File: src/rtl/evt_thr_pkg.sv
`timescale 1ns/1ps
package evt_thr_pkg;
  parameter int unsigned DEF_KEY_W = 8;
  parameter int unsigned DEF_IDX_W = 4;
  parameter int unsigned DEF_CNT_W = 8;
  parameter int unsigned DEF_WIN_W = 16;

  typedef enum logic [1:0] {
    VERD_IDLE  = 2'd0,
    VERD_FRESH = 2'd1,
    VERD_ACCUM = 2'd2,
    VERD_FIRE  = 2'd3
  } verdict_e;
endpackage

File: src/rtl/evt_thr_slot.sv
`timescale 1ns/1ps
module evt_thr_slot #(
  parameter int unsigned KEY_W = 8,
  parameter int unsigned CNT_W = 8,
  parameter int unsigned WIN_W = 16
) (
  input  logic             clk_i,
  input  logic             rst_ni,
  input  logic             set_i,
  input  logic             clr_i,
  input  logic             fresh_i,
  input  logic [KEY_W-1:0] tag_i,
  input  logic [CNT_W-1:0] cnt_i,
  output logic             vld_o,
  output logic [KEY_W-1:0] tag_o,
  output logic [CNT_W-1:0] cnt_o,
  output logic [WIN_W-1:0] age_o
);
  localparam logic [WIN_W-1:0] AGE_MAX = '1;

  logic [WIN_W-1:0] age_inc;
  assign age_inc = (age_o == AGE_MAX) ? age_o : age_o + WIN_W'(1);

  always_ff @(posedge clk_i or negedge rst_ni) begin
    if (!rst_ni) begin
      vld_o <= 1'b0;
      tag_o <= '0;
      cnt_o <= '0;
      age_o <= '0;
    end else if (clr_i) begin
      vld_o <= 1'b0;
      cnt_o <= '0;
      age_o <= '0;
    end else if (set_i) begin
      vld_o <= 1'b1;
      tag_o <= tag_i;
      cnt_o <= cnt_i;
      // age 1 at the edge after the start: an event d edges later reads d
      age_o <= fresh_i ? WIN_W'(1) : age_inc;
    end else if (vld_o) begin
      age_o <= age_inc;
    end
  end

  a_r7_empty_after_clr: assert property (@(posedge clk_i) disable iff (!rst_ni)
    clr_i |=> (!vld_o && cnt_o == '0));

  a_r3_live_cnt_nonzero: assert property (@(posedge clk_i) disable iff (!rst_ni)
    vld_o |-> (cnt_o != '0));

  a_r4_age_advances: assert property (@(posedge clk_i) disable iff (!rst_ni)
    (vld_o && !set_i && !clr_i && age_o != AGE_MAX) |=> (age_o == $past(age_o) + WIN_W'(1)));

  a_r4_fresh_age_one: assert property (@(posedge clk_i) disable iff (!rst_ni)
    (set_i && !clr_i && fresh_i) |=> (vld_o && age_o == WIN_W'(1)));
endmodule

File: src/rtl/evt_thr_table.sv
`timescale 1ns/1ps
module evt_thr_table #(
  parameter int unsigned KEY_W = 8,
  parameter int unsigned IDX_W = 4,
  parameter int unsigned CNT_W = 8,
  parameter int unsigned WIN_W = 16
) (
  input  logic             clk_i,
  input  logic             rst_ni,
  input  logic [IDX_W-1:0] idx_i,
  input  logic             set_i,
  input  logic             clr_i,
  input  logic             fresh_i,
  input  logic [KEY_W-1:0] tag_i,
  input  logic [CNT_W-1:0] cnt_i,
  output logic             rd_vld_o,
  output logic [KEY_W-1:0] rd_tag_o,
  output logic [CNT_W-1:0] rd_cnt_o,
  output logic [WIN_W-1:0] rd_age_o
);
  localparam int unsigned ENTRIES = 1 << IDX_W;

  logic             vld_q [ENTRIES];
  logic [KEY_W-1:0] tag_q [ENTRIES];
  logic [CNT_W-1:0] cnt_q [ENTRIES];
  logic [WIN_W-1:0] age_q [ENTRIES];

  for (genvar g = 0; g < ENTRIES; g++) begin : g_slot
    logic sel;
    assign sel = (idx_i == IDX_W'(g));
    evt_thr_slot #(
      .KEY_W(KEY_W), .CNT_W(CNT_W), .WIN_W(WIN_W)
    ) u_slot (
      .clk_i  (clk_i),
      .rst_ni (rst_ni),
      .set_i  (set_i && sel),
      .clr_i  (clr_i && sel),
      .fresh_i(fresh_i),
      .tag_i  (tag_i),
      .cnt_i  (cnt_i),
      .vld_o  (vld_q[g]),
      .tag_o  (tag_q[g]),
      .cnt_o  (cnt_q[g]),
      .age_o  (age_q[g])
    );
  end

  assign rd_vld_o = vld_q[idx_i];
  assign rd_tag_o = tag_q[idx_i];
  assign rd_cnt_o = cnt_q[idx_i];
  assign rd_age_o = age_q[idx_i];

  a_r5_one_slot_written: assert property (@(posedge clk_i) disable iff (!rst_ni)
    !(set_i && clr_i));
endmodule

File: src/rtl/evt_thr_judge.sv
`timescale 1ns/1ps
module evt_thr_judge
  import evt_thr_pkg::*;
#(
  parameter int unsigned KEY_W = 8,
  parameter int unsigned CNT_W = 8,
  parameter int unsigned WIN_W = 16
) (
  input  logic             evt_i,
  input  logic [KEY_W-1:0] key_i,
  input  logic [CNT_W-1:0] thresh_i,
  input  logic [WIN_W-1:0] win_len_i,
  input  logic             vld_i,
  input  logic [KEY_W-1:0] tag_i,
  input  logic [CNT_W-1:0] cnt_i,
  input  logic [WIN_W-1:0] age_i,
  output verdict_e         verdict_o,
  output logic             fresh_o,
  output logic [CNT_W-1:0] nxt_cnt_o
);
  logic [CNT_W-1:0] thr_eff;
  logic             expired;

  assign thr_eff   = (thresh_i == '0) ? CNT_W'(1) : thresh_i;
  assign expired   = (age_i >= win_len_i);
  assign fresh_o   = !vld_i || (tag_i != key_i) || expired;
  assign nxt_cnt_o = fresh_o ? CNT_W'(1) : cnt_i + CNT_W'(1);

  always_comb begin
    if (!evt_i)                  verdict_o = VERD_IDLE;
    else if (nxt_cnt_o >= thr_eff) verdict_o = VERD_FIRE;
    else if (fresh_o)            verdict_o = VERD_FRESH;
    else                         verdict_o = VERD_ACCUM;
  end
endmodule

File: src/rtl/evt_thr_detect.sv
`timescale 1ns/1ps
module evt_thr_detect
  import evt_thr_pkg::*;
#(
  parameter int unsigned KEY_W = DEF_KEY_W,
  parameter int unsigned IDX_W = DEF_IDX_W,
  parameter int unsigned CNT_W = DEF_CNT_W,
  parameter int unsigned WIN_W = DEF_WIN_W
) (
  input  logic             clk_i,
  input  logic             rst_ni,
  input  logic             evt_i,
  input  logic [KEY_W-1:0] key_i,
  input  logic [CNT_W-1:0] thresh_i,
  input  logic [WIN_W-1:0] win_len_i,
  output logic             fire_o,
  output logic [KEY_W-1:0] fire_key_o
);
  logic [IDX_W-1:0] idx;
  logic             rd_vld;
  logic [KEY_W-1:0] rd_tag;
  logic [CNT_W-1:0] rd_cnt;
  logic [WIN_W-1:0] rd_age;
  verdict_e         verdict;
  logic             fresh;
  logic [CNT_W-1:0] nxt_cnt;
  logic             do_set;
  logic             do_clr;

  assign idx = key_i[IDX_W-1:0];

  evt_thr_judge #(
    .KEY_W(KEY_W), .CNT_W(CNT_W), .WIN_W(WIN_W)
  ) u_judge (
    .evt_i    (evt_i),
    .key_i    (key_i),
    .thresh_i (thresh_i),
    .win_len_i(win_len_i),
    .vld_i    (rd_vld),
    .tag_i    (rd_tag),
    .cnt_i    (rd_cnt),
    .age_i    (rd_age),
    .verdict_o(verdict),
    .fresh_o  (fresh),
    .nxt_cnt_o(nxt_cnt)
  );

  assign do_clr = (verdict == VERD_FIRE);
  assign do_set = (verdict == VERD_FRESH) || (verdict == VERD_ACCUM);

  evt_thr_table #(
    .KEY_W(KEY_W), .IDX_W(IDX_W), .CNT_W(CNT_W), .WIN_W(WIN_W)
  ) u_table (
    .clk_i   (clk_i),
    .rst_ni  (rst_ni),
    .idx_i   (idx),
    .set_i   (do_set),
    .clr_i   (do_clr),
    .fresh_i (fresh),
    .tag_i   (key_i),
    .cnt_i   (nxt_cnt),
    .rd_vld_o(rd_vld),
    .rd_tag_o(rd_tag),
    .rd_cnt_o(rd_cnt),
    .rd_age_o(rd_age)
  );

  always_ff @(posedge clk_i or negedge rst_ni) begin
    if (!rst_ni) begin
      fire_o     <= 1'b0;
      fire_key_o <= '0;
    end else begin
      fire_o <= do_clr;
      if (do_clr) fire_key_o <= key_i;
    end
  end

  a_r8_fire_needs_evt: assert property (@(posedge clk_i) disable iff (!rst_ni)
    fire_o |-> $past(evt_i));

  a_r2_unit_thresh_fires: assert property (@(posedge clk_i) disable iff (!rst_ni)
    (evt_i && thresh_i <= CNT_W'(1)) |=> fire_o);

  a_r2_key_echo: assert property (@(posedge clk_i) disable iff (!rst_ni)
    fire_o |-> (fire_key_o == $past(key_i)));

  a_r3_no_fire_while_absorbing: assert property (@(posedge clk_i) disable iff (!rst_ni)
    (evt_i && rd_vld && rd_tag == key_i && rd_age < win_len_i
     && (rd_cnt + CNT_W'(1)) < thresh_i) |=> !fire_o);
endmodule

File: config.mk
export PLATFORM = sky130hd
export DESIGN_NAME = evt_thr_detect
export DESIGN_NICKNAME = d
export VERILOG_FILES = /design/src/rtl/evt_thr_pkg.sv /design/src/rtl/evt_thr_slot.sv /design/src/rtl/evt_thr_table.sv /design/src/rtl/evt_thr_judge.sv /design/src/rtl/evt_thr_detect.sv
export SDC_FILE = /design/constraint.sdc
export NUM_CORES = 1
export LEC_CHECK = 0
export BUFFER_PORTS_ARGS = -buffer_cell sky130_fd_sc_hd__buf_2
export CAP_MARGIN = 5
export CORE_MARGIN = 2
export CORE_UTILIZATION = 40
export CTS_BUF_LIST = sky130_fd_sc_hd__clkbuf_16
export DETAILED_ROUTE_END_ITERATION = 10
export PLACE_DENSITY = 0.67
export SLEW_MARGIN = 20
export SYNTH_ARGS = -nofsm -noshare
export SYNTH_HDL_FRONTEND = slang
export SYNTH_SLANG_ARGS = --single-unit
File: constraint.sdc
create_clock -name clk_i -period 9.9 [get_ports clk_i]
set_input_delay 1.485 -clock clk_i [delete_from_list [all_inputs] [get_ports clk_i]]
set_output_delay 1.485 -clock clk_i [all_outputs]
set_load 0.01 [all_outputs]
==> results.py <==
metrics = {
    "sta": {
        "worst_hold_slack_ps": 460.1,
        "timing.final.crit_period_ps": 8883,
        "tightest_slew_ps": 1002,
        "clock.fmax_mhz": 112.6,
        "final_max_slew_viol_count": 0,
        "rsz0062_at_grt": "no",
        "finalCritPeriodShare_pct": 89.73,
        "clock-skew-final_ps": 60.09,
        "tns_ps": 0,
        "setup_viol": 0,
        "hold_viol": 0,
        "worst_slew_margin_rel_pct": 33.18,
    },
    "placed_design": {
        "dpl.hpwl_microns": 63940,
        "place.port_buffers": 43,
        "placed_area_sq_mm": 0.03099,
        "place.gp.congestion": 0.9519,
    },
    "clock_tree": {
        "cts.sinks": 537,
        "numCtsBuffers": 58,
        "cts_tree": "done",
        "ctsResizeCount": 0,
        "cts_root_buffer": "clkbuf_16",
        "cts.htree.levels": 2,
        "cts.path.max_buffers": 3,
        "path_clk_slew_ps": 60,
        "clk_latency_ps": 670,
        "postCtsSetupBuffers": 0,
        "hold_buffers": 0,
    },
    "global_route": {
        "gr-total-overflow": 0,
        "track_usage_pct": 23.44,
        "first_global_vias": 23421,
        "grt_pass1_wl_microns": 141800,
        "grt_max_degree": 131,
        "antenna_found_initial": 4,
    },
    "worst_setup_path": {
        "crit_path_start_kind": "input pin",
        "critPathMaxStageDelay_ps": 580,
        "crit_arrival_ps": 9420,
        "critPathTopFamily": "compound AO/OA/AOI/OAI gates",
        "crit_buf_inv": 3,
        "cp_max_fo": 39,
        "worstPathRequired_ps": 10440,
        "cpMaxStageDelayCell": "a21oi_4",
        "crit_type": "in2reg",
        "crit_path_end_kind": "flip-flop",
    },
    "power_and_ir_drop": {
        "comb_power_share_pct": 20.5,
        "p_clk_share_pct": 33.6,
        "irDropWorstVdd_v": 0.0001218,
        "p_int_uw": 4189,
        "p_sw_uw": 2113,
        "p_leak_uw": 0.01429,
        "power_density_mw_per_mm2": 192.1,
        "swShare_pct": 33.53,
        "sequentialPowerShare_pct": 45.9,
        "total_power_uw": 6303,
    },
    "final_layout": {
        "final_nets": 3159,
        "nFillCells": 6971,
        "stdcell_area_sq_mm": 0.03280,
        "drive_gt1_share_pct": 12.73,
        "syn_to_final_growth_pct": 10.26,
    },
    "die": {
        "core_area_sq_mm": 0.07333,
        "placementRows": 99,
        "fp.dieW_microns": 276.7,
        "ioPinCount": 44,
        "start_util_pct": 40.57,
        "die_h_microns": 276.7,
        "dieArea_sq_mm": 0.07657,
    },
    "job": {
        "drv_cap": 0,
    },
    "synth": {
        "avgSynthCellArea_sq_um": 9.687,
        "syn-instance-count": 3071,
        "synth-seq-cells": 537,
        "synth_edf_count": 0,
        "syn-cell-area_sq_mm": 0.02975,
        "ys_types": 72,
        "synthesis.nets": 3149,
        "ys_seq_area_share_pct": 45.17,
        "synthArstFlopShare_pct": 100.0,
        "synth_ff_type": "dfrtp_1",
        "yosysWarnings": 0,
    },
    "routing": {
        "drc": 0,
        "post_drt_wl_per_cell_microns": 22.19,
        "vias": 25134,
        "viasPerCell": 6.151,
        "routed_wl_microns": 90650,
        "dr.pass1.iters": 7,
        "drtIter0Drc": 2892,
        "ant_nets": 0,
    },
    "worst_hold_path": {
        "hp-class": "reg2reg",
    },
    "status": {
        "status": "complete, no violations",
    },
}
## power groups by stage
stage / Combinational, uW / Sequential, uW / Clock, uW
floorplan: 1000 / 2710 / 0
global placement: 1250 / 2910 / 0
detailed placement: 1280 / 2910 / 0
CTS: 1280 / 2870 / 2140
global route: 1450 / 2930 / 2230
finish: 1290 / 2890 / 2110
## cell families (layout without fill, tap and decap cells)
kind of cell	Yosys count	count (layout)	share of synthesized area, %
xor+xnor	8	8	0.2355
compound gates	843	843	17.15
fa+ha+maj	43	43	1.808
buf+inv	257	312	4.109
simple gates	1192	1192	19.07
mux	191	191	12.45
other cells	0	1	0
flops	537	537	45.17
## flip-flops by register name, indices dropped and copies added (netlist names)
name                         count
u_table.g_slot.u_slot.cnt_o    128
u_table.g_slot.u_slot.age_o    256
u_table.g_slot.u_slot.vld_o     16
u_table.g_slot.u_slot.tag_o    128
fire_o                           1
fire_key_o                       8
## per-layer routing
metal / up-vias / routed length (microns) / GRT usage, %
li1: 11362 / - / -
met1: 12482 / 39390 / 33.69
met2: 1082 / 40390 / 35.82
met3: 204 / 7464 / 4.066
met4: 4 / 3383 / 8.069
met5: - / 23 / 0
## path summary, 6_finish.rpt
path / start / to / slack (ps) / cells after the start
setup / recovery: key_i[0] / u_table.g_slot[3].u_slot.age_o[14] / 1020 / 30
hold / removal: u_table.g_slot[15].u_slot.tag_o[3] / u_table.g_slot[15].u_slot.tag_o[3] / 460 / 1
setup reg to reg: u_table.g_slot[15].u_slot.age_o[0] / u_table.g_slot[3].u_slot.age_o[14] / 1950 / 30
hold reg to reg: u_table.g_slot[15].u_slot.tag_o[3] / u_table.g_slot[15].u_slot.tag_o[3] / 460 / 1
max in group asynchronous: rst_ni / u_table.g_slot[7].u_slot.age_o[4] / 7350 / 2
min in group asynchronous: rst_ni / u_table.g_slot[8].u_slot.cnt_o[6] / 930 / 1
## Yosys cell counts, types with 17 or more instances
cell	instances	area [sq um]
nand2b_1	87	544.3
o22ai_1	20	125.1
a21oi_1	213	1066
o31ai_1	18	135.1
mux2i_1	33	330.3
and3_1	59	369.1
nand2_1	471	1768
inv_1	76	285.3
and4_1	18	157.7
buf_2	42	210.2
nand4_1	42	262.8
or3_1	23	143.9
a22o_1	17	148.9
a31oi_1	165	1032
a41oi_1	42	367.9
ha_1	43	538.0
dfrtp_1	537	13440
nor3_1	52	260.3
nor2_1	168	630.6
and2_1	47	294.0
buf_4	17	127.6
o21ai_0	269	1346
mux2_2	19	214.0
nand3_1	167	835.8
mux4_2	131	2950
clkbuf_1	92	345.3
## final cells by class
type / count / area (sq um) / share of cell area (%)
Antenna cell: 1 / 2.502 / 0.007629
Inverter: 78 / 292.8 / 0.8926
Tap cell: 959 / 1200 / 3.658
Clock inverter: 47 / 359.1 / 1.095
Sequential cell: 537 / 13440 / 40.97
Clock buffer: 58 / 1451 / 4.425
Timing Repair Buffer: 129 / 932.1 / 2.842
Multi-Input combinational cell: 2277 / 15130 / 46.12
## per-stage QoR
stage / util (%) / std cells / setup WS (ps)
floorplan: - / 3071 / 83.72
global placement: 42.26 / 3980 / 556.7
detailed placement: 42.26 / 3980 / 436.5
CTS: 44.73 / 4085 / 1103
global route: 44.73 / 4085 / 406.2
finish: 44.73 / 4086 / 1017
## placed cells by master, fill, tap and decap left out, types with 47 or more instances in the layout
master | netlist | routed
dfrtp_1 | 537 | 537
nand2_1 | 471 | 471
o21ai_0 | 269 | 269
a21oi_1 | 213 | 211
nor2_1 | 168 | 168
nand3_1 | 167 | 167
a31oi_1 | 165 | 165
mux4_2 | 131 | 131
inv_1 | 76 | 92
nand2b_1 | 87 | 87
buf_4 | 17 | 83
and3_1 | 59 | 59
clkbuf_16 | 0 | 58
nor3_1 | 52 | 48
and2_1 | 47 | 47
Note: power is estimated with default switching activity, not from simulation.
